[src/rtl/link_auth_pkg.sv]
package link_auth_pkg;

  typedef enum logic [4:0] {
    ST_IDLE, ST_KEY_LOAD, ST_KEY_CLR, ST_KEY_FWD, ST_SEED, ST_CAPT,
    ST_AN_WAIT, ST_SEND_AN, ST_RXKEY, ST_SIG_ON, ST_AUTH_ENC, ST_R0_WIN,
    ST_RI_READ, ST_RI_CMP, ST_ENC_WAIT, ST_LIST_WAIT, ST_LIST_STAT,
    ST_HASH, ST_CIPH_OFF, ST_SIG_OFF, ST_ON, ST_CHECK
  } seq_state_e;

  typedef enum logic [3:0] {
    CMD_NONE = 4'd0, CMD_KEY_LOAD = 4'd1, CMD_KEY_CLR = 4'd2,
    CMD_KEY_FWD = 4'd3, CMD_SEED = 4'd4, CMD_CAPT = 4'd5,
    CMD_SEND_AN = 4'd6, CMD_RXKEY = 4'd7, CMD_SIG_ON = 4'd8,
    CMD_AUTH_ENC = 4'd9, CMD_RI_READ = 4'd10, CMD_LIST_STAT = 4'd11,
    CMD_HASH = 4'd12, CMD_CIPH_OFF = 4'd13, CMD_SIG_OFF = 4'd14,
    CMD_CHECK = 4'd15
  } cmd_e;

  typedef enum logic [3:0] {
    FC_NONE = 4'd0, FC_KEY = 4'd1, FC_AN_TMO = 4'd2, FC_RXKEY = 4'd3,
    FC_RI = 4'd4, FC_ENC_TMO = 4'd5, FC_LIST_TMO = 4'd6, FC_TOPO = 4'd7,
    FC_NODEV = 4'd8, FC_HASH = 4'd9, FC_LOST = 4'd10
  } fail_e;

  typedef enum logic [1:0] {
    PROT_OFF = 2'd0, PROT_WANT = 2'd1, PROT_ON = 2'd2
  } prot_e;

  // Command that a state issues; CMD_NONE for pure wait states.
  function automatic cmd_e cmd_of(seq_state_e s);
    case (s)
      ST_KEY_LOAD:  return CMD_KEY_LOAD;
      ST_KEY_CLR:   return CMD_KEY_CLR;
      ST_KEY_FWD:   return CMD_KEY_FWD;
      ST_SEED:      return CMD_SEED;
      ST_CAPT:      return CMD_CAPT;
      ST_SEND_AN:   return CMD_SEND_AN;
      ST_RXKEY:     return CMD_RXKEY;
      ST_SIG_ON:    return CMD_SIG_ON;
      ST_AUTH_ENC:  return CMD_AUTH_ENC;
      ST_RI_READ:   return CMD_RI_READ;
      ST_LIST_STAT: return CMD_LIST_STAT;
      ST_HASH:      return CMD_HASH;
      ST_CIPH_OFF:  return CMD_CIPH_OFF;
      ST_SIG_OFF:   return CMD_SIG_OFF;
      ST_CHECK:     return CMD_CHECK;
      default:      return CMD_NONE;
    endcase
  endfunction

  // Population count of a 40-bit key vector.
  function automatic int unsigned ones40(logic [39:0] v);
    int unsigned n;
    n = 0;
    for (int i = 0; i < 40; i++) n += int'(v[i]);
    return n;
  endfunction

  function automatic logic topo_exceeded(logic [39:0] s);
    return s[7] | s[11];
  endfunction

  function automatic logic [6:0] dev_count(logic [39:0] s);
    return s[6:0];
  endfunction

endpackage

[src/rtl/lauth_timer.sv]
module lauth_timer #(
  parameter int W = 8
) (
  input  logic         clk,
  input  logic         rst_n,
  input  logic         restart,
  input  logic [W-1:0] limit,
  output logic         hit
);
  logic [W-1:0] cnt_q;

  always_ff @(posedge clk or negedge rst_n) begin
    if (!rst_n)             cnt_q <= '0;
    else if (restart)       cnt_q <= '0;
    else if (cnt_q != '1)   cnt_q <= cnt_q + 1'b1;
  end

  assign hit = (cnt_q >= limit);
endmodule

[src/rtl/lauth_key_check.sv]
module lauth_key_check
  import link_auth_pkg::*;
#(
  parameter int KEY_BITS  = 40,
  parameter int WANT_ONES = 20
) (
  input  logic [KEY_BITS-1:0] key,
  output logic                ok
);
  assign ok = (ones40(40'(key)) == WANT_ONES);
endmodule

[src/rtl/link_auth_seq.sv]
module link_auth_seq
  import link_auth_pkg::*;
#(
  parameter int KEY_TRIES   = 5,
  parameter int RXKEY_TRIES = 2,
  parameter int RI_TRIES    = 3,
  parameter int HASH_TRIES  = 3,
  parameter int AUTH_TRIES  = 3,
  parameter int STAT_TMO    = 50_000,
  parameter int R0_WAIT     = 15_000_000,
  parameter int ENC_TMO     = 2_500_000,
  parameter int LIST_TMO    = 250_000_000
) (
  input  logic        clk,
  input  logic        rst_n,
  input  logic        start_i,
  input  logic        check_tick_i,
  input  logic        repeater_i,
  input  logic [31:0] rnd_i,
  output logic        cmd_valid_o,
  output logic [3:0]  cmd_code_o,
  output logic [31:0] cmd_data_o,
  input  logic        rsp_valid_i,
  input  logic        rsp_ok_i,
  input  logic [39:0] rsp_data_i,
  input  logic        an_ready_i,
  input  logic        ri_match_i,
  input  logic        enc_active_i,
  input  logic        list_ready_i,
  output logic        done_o,
  output logic        fail_o,
  output logic [3:0]  fail_code_o,
  output logic [1:0]  prot_state_o,
  output logic [4:0]  state_o
);
  localparam int M1      = (STAT_TMO > ENC_TMO) ? STAT_TMO : ENC_TMO;
  localparam int M2      = (LIST_TMO > R0_WAIT) ? LIST_TMO : R0_WAIT;
  localparam int TMO_MAX = (M1 > M2) ? M1 : M2;
  localparam int TW      = $clog2(TMO_MAX + 1) + 1;
  localparam int KTW     = $clog2(KEY_TRIES + 1);
  localparam int RXW     = $clog2(RXKEY_TRIES + 1);
  localparam int RIW     = $clog2(RI_TRIES + 1);
  localparam int HW      = $clog2(HASH_TRIES + 1);
  localparam int AW      = $clog2(AUTH_TRIES + 1);

  seq_state_e state_q, prev_q;
  logic        pend_q, cmd_valid_q, done_q, fail_q, seed_idx_q;
  logic        relink_q, chk_origin_q;
  cmd_e        cmd_code_q;
  logic [31:0] cmd_data_q;
  fail_e       fail_code_q;
  prot_e       prot_q;
  logic [KTW-1:0] key_try_q;
  logic [RXW-1:0] rx_try_q;
  logic [RIW-1:0] ri_try_q;
  logic [HW-1:0]  hash_try_q;
  logic [AW-1:0]  auth_try_q;

  // Named internal events.
  logic ack, issue, rxkey_good, key_good, step_restart, step_hit;
  logic win_restart, win_hit;
  logic [TW-1:0] step_limit;

  assign ack          = pend_q && rsp_valid_i;
  assign issue        = (cmd_of(state_q) != CMD_NONE) && !pend_q;
  assign key_good     = rsp_data_i[0] && rsp_data_i[1];
  assign step_restart = (state_q != prev_q);
  assign win_restart  = ack && (state_q == ST_SEND_AN);

  always_comb begin
    case (state_q)
      ST_ENC_WAIT:  step_limit = TW'(ENC_TMO);
      ST_LIST_WAIT: step_limit = TW'(LIST_TMO);
      default:      step_limit = TW'(STAT_TMO);
    endcase
  end

  lauth_key_check u_kchk (.key(rsp_data_i), .ok(rxkey_good));

  lauth_timer #(.W(TW)) u_step (
    .clk(clk), .rst_n(rst_n), .restart(step_restart),
    .limit(step_limit), .hit(step_hit));

  lauth_timer #(.W(TW)) u_win (
    .clk(clk), .rst_n(rst_n), .restart(win_restart),
    .limit(TW'(R0_WAIT)), .hit(win_hit));

  always_ff @(posedge clk or negedge rst_n) begin
    if (!rst_n) begin
      state_q <= ST_IDLE;   prev_q <= ST_IDLE;
      pend_q <= 1'b0;       cmd_valid_q <= 1'b0;
      cmd_code_q <= CMD_NONE; cmd_data_q <= '0;
      done_q <= 1'b0;       fail_q <= 1'b0;
      fail_code_q <= FC_NONE; prot_q <= PROT_OFF;
      seed_idx_q <= 1'b0;   relink_q <= 1'b0; chk_origin_q <= 1'b0;
      key_try_q <= '0; rx_try_q <= '0; ri_try_q <= '0;
      hash_try_q <= '0; auth_try_q <= '0;
    end else begin
      done_q      <= 1'b0;
      fail_q      <= 1'b0;
      cmd_valid_q <= 1'b0;
      prev_q      <= state_q;
      if (issue) begin
        cmd_valid_q <= 1'b1;
        cmd_code_q  <= cmd_of(state_q);
        cmd_data_q  <= (state_q == ST_SEED) ? rnd_i : 32'd0;
        pend_q      <= 1'b1;
      end
      if (ack) pend_q <= 1'b0;

      case (state_q)
        ST_IDLE: if (start_i) begin
          state_q <= ST_KEY_LOAD; key_try_q <= '0; auth_try_q <= '0;
          prot_q <= PROT_WANT; chk_origin_q <= 1'b0; fail_code_q <= FC_NONE;
        end
        ST_KEY_LOAD: if (ack) begin
          if (key_good) state_q <= ST_KEY_FWD;
          else if (key_try_q == KTW'(KEY_TRIES - 1)) begin
            fail_q <= 1'b1; fail_code_q <= FC_KEY; state_q <= ST_IDLE;
            prot_q <= chk_origin_q ? PROT_WANT : PROT_OFF;
          end else begin
            key_try_q <= key_try_q + 1'b1; state_q <= ST_KEY_CLR;
          end
        end
        ST_KEY_CLR: if (ack) state_q <= ST_KEY_LOAD;
        ST_KEY_FWD: if (ack) begin state_q <= ST_SEED; seed_idx_q <= 1'b0; end
        ST_SEED: if (ack) begin
          if (seed_idx_q) state_q <= ST_CAPT;
          else            seed_idx_q <= 1'b1;
        end
        ST_CAPT: if (ack) state_q <= ST_AN_WAIT;
        ST_AN_WAIT: begin
          if (an_ready_i)    state_q <= ST_SEND_AN;
          else if (step_hit) begin fail_code_q <= FC_AN_TMO; state_q <= ST_CIPH_OFF; end
        end
        ST_SEND_AN: if (ack) begin state_q <= ST_RXKEY; rx_try_q <= '0; end
        ST_RXKEY: if (ack) begin
          if (rxkey_good) state_q <= ST_SIG_ON;
          else if (rx_try_q == RXW'(RXKEY_TRIES - 1)) begin
            fail_code_q <= FC_RXKEY; state_q <= ST_CIPH_OFF;
          end else rx_try_q <= rx_try_q + 1'b1;
        end
        ST_SIG_ON:   if (ack) state_q <= ST_AUTH_ENC;
        ST_AUTH_ENC: if (ack) state_q <= ST_R0_WIN;
        ST_R0_WIN: if (win_hit) begin state_q <= ST_RI_READ; ri_try_q <= '0; end
        ST_RI_READ: if (ack) state_q <= ST_RI_CMP;
        ST_RI_CMP: begin
          if (ri_match_i) state_q <= ST_ENC_WAIT;
          else if (step_hit) begin
            if (ri_try_q == RIW'(RI_TRIES - 1)) begin
              fail_code_q <= FC_RI; state_q <= ST_CIPH_OFF;
            end else begin
              ri_try_q <= ri_try_q + 1'b1; state_q <= ST_RI_READ;
            end
          end
        end
        ST_ENC_WAIT: begin
          if (enc_active_i) begin
            if (repeater_i) state_q <= ST_LIST_WAIT;
            else begin
              done_q <= 1'b1; fail_code_q <= FC_NONE; prot_q <= PROT_ON; state_q <= ST_ON;
            end
          end else if (step_hit) begin fail_code_q <= FC_ENC_TMO; state_q <= ST_CIPH_OFF; end
        end
        ST_LIST_WAIT: begin
          if (list_ready_i) state_q <= ST_LIST_STAT;
          else if (step_hit) begin fail_code_q <= FC_LIST_TMO; state_q <= ST_CIPH_OFF; end
        end
        ST_LIST_STAT: if (ack) begin
          if (topo_exceeded(rsp_data_i)) begin
            fail_code_q <= FC_TOPO; state_q <= ST_CIPH_OFF;
          end else if (dev_count(rsp_data_i) == 7'd0) begin
            fail_code_q <= FC_NODEV; state_q <= ST_CIPH_OFF;
          end else begin
            hash_try_q <= '0; state_q <= ST_HASH;
          end
        end
        ST_HASH: if (ack) begin
          if (rsp_ok_i) begin
            done_q <= 1'b1; fail_code_q <= FC_NONE; prot_q <= PROT_ON; state_q <= ST_ON;
          end else if (hash_try_q == HW'(HASH_TRIES - 1)) begin
            fail_code_q <= FC_HASH; state_q <= ST_CIPH_OFF;
          end else hash_try_q <= hash_try_q + 1'b1;
        end
        ST_CIPH_OFF: if (ack) state_q <= ST_SIG_OFF;
        ST_SIG_OFF: if (ack) begin
          if (relink_q) begin
            relink_q <= 1'b0; key_try_q <= '0; auth_try_q <= '0;
            state_q <= ST_KEY_LOAD;
          end else if (auth_try_q == AW'(AUTH_TRIES - 1)) begin
            fail_q <= 1'b1; state_q <= ST_IDLE;
            prot_q <= chk_origin_q ? PROT_WANT : PROT_OFF;
          end else begin
            auth_try_q <= auth_try_q + 1'b1; state_q <= ST_SEED; seed_idx_q <= 1'b0;
          end
        end
        ST_ON: if (check_tick_i) begin
          if (!enc_active_i) begin
            fail_q <= 1'b1; fail_code_q <= FC_LOST; prot_q <= PROT_WANT;
            state_q <= ST_IDLE;
          end else state_q <= ST_CHECK;
        end
        ST_CHECK: if (ack) begin
          if (rsp_ok_i) state_q <= ST_ON;
          else begin
            relink_q <= 1'b1; chk_origin_q <= 1'b1; prot_q <= PROT_WANT;
            state_q <= ST_CIPH_OFF;
          end
        end
        default: state_q <= ST_IDLE;
      endcase
    end
  end

  assign cmd_valid_o  = cmd_valid_q;
  assign cmd_code_o   = cmd_code_q;
  assign cmd_data_o   = cmd_data_q;
  assign done_o       = done_q;
  assign fail_o       = fail_q;
  assign fail_code_o  = fail_code_q;
  assign prot_state_o = prot_q;
  assign state_o      = state_q;
endmodule

[config.mk]
export PLATFORM = sky130hd
export DESIGN_NAME = link_auth_seq
export DESIGN_NICKNAME = d
export VERILOG_FILES = /design/src/rtl/link_auth_pkg.sv /design/src/rtl/lauth_timer.sv /design/src/rtl/lauth_key_check.sv /design/src/rtl/link_auth_seq.sv
export SDC_FILE = /design/constraint.sdc
export NUM_CORES = 1
export LEC_CHECK = 0
export BUFFER_PORTS_ARGS = -buffer_cell sky130_fd_sc_hd__buf_2
export CORE_MARGIN = 2
export CORE_UTILIZATION = 55
export CTS_CLUSTER_SIZE = 14
export DETAILED_ROUTE_END_ITERATION = 7
export GPL_TIMING_DRIVEN = 0
export PLACE_DENSITY_LB_ADDON = 0.1
export SLEW_MARGIN = 5
export SYNTH_ARGS = -nofsm -noshare
export SYNTH_HDL_FRONTEND = slang
export SYNTH_SLANG_ARGS = --single-unit
[constraint.sdc]
create_clock -name clk -period 8.6 [get_ports clk]
set_input_delay 1.29 -clock clk [delete_from_list [all_inputs] [get_ports clk]]
set_output_delay 1.29 -clock clk [all_outputs]
set_load 0.01 [all_outputs]
==> flow_summary.json <==
{
  "outcome": "complete, no violations",
  "path_class": "input port to flop",
  "die_x_microns": 129,
  "drtIter0Drc": 543,
  "num_vias": 7635,
  "synth_warnings": 0,
  "die_y_microns": 129,
  "cp.required_ns": 8.90,
  "tns_ns": 0,
  "dp_hpwl_microns": 15900,
  "h-tree-depth": 4,
  "syn_avg_cell_area_sq_um": 8.78,
  "async_reset_ff_share_pct": 100,
  "cts-buffers-inserted": 17,
  "ir_drop_v": 0.000199,
  "io_pins": 133,
  "arrival_ns": 7.84,
  "syn_inst": 986,
  "finalSetupViolCount": 0,
  "slew_headroom_pct": 44.0,
  "synth_fp_nets": 1146,
  "drt-vias-per-instance": 5.61,
  "clk_latency_ns": 0.43,
  "rr_startpoint": "state_o[0]",
  "report.final.slew_viol_count": 0,
  "cts-resized-gates": 0,
  "start_util_pct": 56.5,
  "hp-class": "flop to flop",
  "cts.clk_slew.worst_paths_ns": 0.06,
  "syn_to_final_growth_pct": 18.2,
  "power_mw": 3.69,
  "p_leak_nw": 4.86,
  "numPortBuffers": 132,
  "grt.total_usage_pct": 27.0,
  "drive_gt1_share_pct": 17.7,
  "grt_pass1_vias": 7501,
  "grt_pass1_wl_microns": 36200,
  "synth-edff-count": 0,
  "wl_per_cell_microns": 15.7,
  "synth-main-ff-cell": "dfrtp_1",
  "cts_root_buffer": "clkbuf_16",
  "overflow": 0,
  "finalHoldViolations": 0,
  "critPathMaxFanout": 4,
  "fmax_mhz": 133,
  "clkSinkCount": 128,
  "max_cap_viol_count": 0,
  "synthDistinctLibCells": 81,
  "start_kind": "input port",
  "nFillCells": 1327,
  "grt_antenna_before_repair": 1,
  "startpoint": "rsp_data_i[0]",
  "dr.pass1.iters": 6,
  "tightest_slew_ns": 0.837,
  "drc": 0,
  "holdBufCountCts": 0,
  "fin_crit_ns": 7.54,
  "final_antenna_net_count": 0,
  "n_antenna_cell": 0,
  "crit_path_end_kind": "flop",
  "die_area_sq_um": 16800,
  "place.gp.congestion": 0.972,
  "fin_nets": 1298,
  "cts_tree": "built",
  "wl_microns": 21300,
  "finalCritPeriodShare_pct": 87.6,
  "placementRows": 45,
  "clock_skew_ns": 0.00953,
  "cellPowerDensity_nw_per_um2": 360,
  "synth_seq_cells": 128,
  "rsz0062_at_grt": "false",
  "core_area_sq_um": 15300,
  "syn_area_sq_um": 8660,
  "postCtsSetupRepairBufs": 0,
  "holdCritStartpoint": "state_o[3]",
  "cts_max_path_buffers": 2,
  "seq_area_frac_synth_pct": 37.0,
  "grt_max_degree": 85
}
-- Yosys cell counts (all sizes together) (3+ instances only) --
master | number | area (sq um)
or2 | 4 | 25.0
inv | 95 | 357
mux2i | 6 | 60.1
nor4 | 8 | 71.3
a22oi | 3 | 22.5
a31oi | 6 | 37.5
fa | 30 | 601
buf | 17 | 101
a211o | 6 | 53.8
nand4 | 16 | 100
o21ai | 73 | 365
nand2b | 15 | 93.8
nor3 | 21 | 110
nand2 | 138 | 518
nand3 | 31 | 155
o2111ai | 3 | 26.3
a211oi | 6 | 45.0
nor2b | 6 | 37.5
clkbuf | 21 | 78.8
and2 | 4 | 25.0
or3 | 19 | 119
xnor2 | 16 | 140
and3 | 10 | 62.6
nor4b | 3 | 32.5
dfrtp | 128 | 3200
o22ai | 7 | 43.8
o31ai | 5 | 37.5
xor2 | 29 | 254
a21o | 7 | 52.6
and4 | 8 | 70.1
a21oi | 42 | 210
mux2 | 6 | 67.6
nor2 | 94 | 358
ha | 47 | 588
nand4b | 7 | 82.6
or4 | 6 | 45.0
-- stage by stage --
| step | utilization [%] | hold WS [ns] | setup slack, ns | cell area [sq um] | cells |
|---|---|---|---|---|---|
| 2_1_floorplan | - | 0.430 | 1.33 | 8660 | 986 |
| 3_3_place_gp | 62.6 | 0.390 | 0.688 | 9580 | 1329 |
| 3_5_place_dp | 62.8 | 0.389 | 0.599 | 9610 | 1330 |
| 4_1_cts | 66.8 | 0.409 | 1.02 | 10200 | 1362 |
| 5_1_grt | 66.8 | 0.413 | 0.777 | 10200 | 1362 |
| 6_report | 66.8 | 0.396 | 1.06 | 10200 | 1362 |
-- placed cells by master (no fill, tap or decap), drive strengths merged, types with 16 or more instances in the layout --
| cell type | netlist | routed |
|---|---|---|
| buf | 17 | 150 |
| inv | 95 | 99 |
| nand4 | 16 | 16 |
| nor3 | 21 | 21 |
| nand3 | 31 | 31 |
| o21ai | 73 | 73 |
| or3 | 19 | 19 |
| a21oi | 42 | 42 |
| dfrtp | 128 | 128 |
| fa | 30 | 30 |
| nor2 | 94 | 94 |
| xor2 | 29 | 29 |
| clkbuf | 21 | 39 |
| nand2 | 138 | 138 |
| ha | 47 | 47 |
| xnor2 | 16 | 16 |
-- cell type report --
cell class / count / area, sq um / share of cell area, %
plain buffers: 38 / 180 / 1.76
clock inverters: 14 / 181 / 1.77
well taps: 211 / 264 / 2.58
inverters: 95 / 357 / 3.48
repair buffers: 133 / 694 / 6.78
flip-flops and latches: 128 / 3200 / 31.3
multi-input cells: 725 / 4920 / 48.0
clock buffers: 18 / 439 / 4.29
-- where the power goes --
group | switching [mW] | internal (mW)
Combinational | 1.20 | 0.767
Sequential | 0.160 | 0.804
Clock | 0.286 | 0.469
Total | 1.65 | 2.04
-- worst max-delay path, stage by stage --
cell     delay, ns
buf_2         0.09
inv_1         0.04
ha_1          0.26
inv_1         0.05
fa_1          0.48
inv_1         0.05
fa_1          0.50
fa_1          0.56
fa_1          0.45
fa_1          0.53
inv_1         0.07
fa_1          0.50
fa_1          0.43
fa_1          0.51
or4b_2        0.59
o22ai_1       0.37
nand3_1       0.23
nand2_1       0.13
nor3_1        0.08
o21ai_1       0.24
mux2_2        0.39
-- path summary, 6_finish.rpt --
| path | depth (start not counted) | slack [ns] | to |
|---|---|---|---|
| max | 21 | 1.06 | fail_code_o[1] |
| min | 0 | 0.40 | prev_q[3] |
| max reg2reg | 15 | 3.76 | fail_code_o[1] |
| min reg2reg | 0 | 0.40 | prev_q[3] |
| max in group asynchronous | 2 | 7.06 | u_step.cnt_q[3] |
| min in group asynchronous | 1 | 0.79 | key_try_q[1] |
-- cells by family (layout without fill, tap and decap cells) --
logic type	count (synthesis)	after routing	synth area share, %
AOI/OAI and AO/OA	189	189	13.6
xor gates and xnor gates	45	45	4.55
adders and majority gates	77	77	13.7
buffers and inverters	133	298	6.20
DFF	128	128	37.0
muxes	13	13	1.73
and+or+nand+nor	401	401	23.2
-- registers in the layout (all words and copies together) (netlist names), 2 cells and up --
signal,count
cmd_code_o,4
prev_q,5
rx_try_q,2
prot_state_o,2
u_step.cnt_q,29
auth_try_q,2
key_try_q,3
state_o,5
ri_try_q,2
u_win.cnt_q,29
hash_try_q,2
cmd_data_o,32
fail_code_o,4
-- metal layers --
layer / wire (microns) / up-vias / track usage [%]
li1: - / 3716 / -
met1: 9470 / 3640 / 36.7
met2: 10100 / 234 / 43.7
met3: 1320 / 43 / 5.37
met4: 452 / 2 / 9.30
met5: 11 / - / 0
Note: power is estimated with default switching activity, not from simulation.
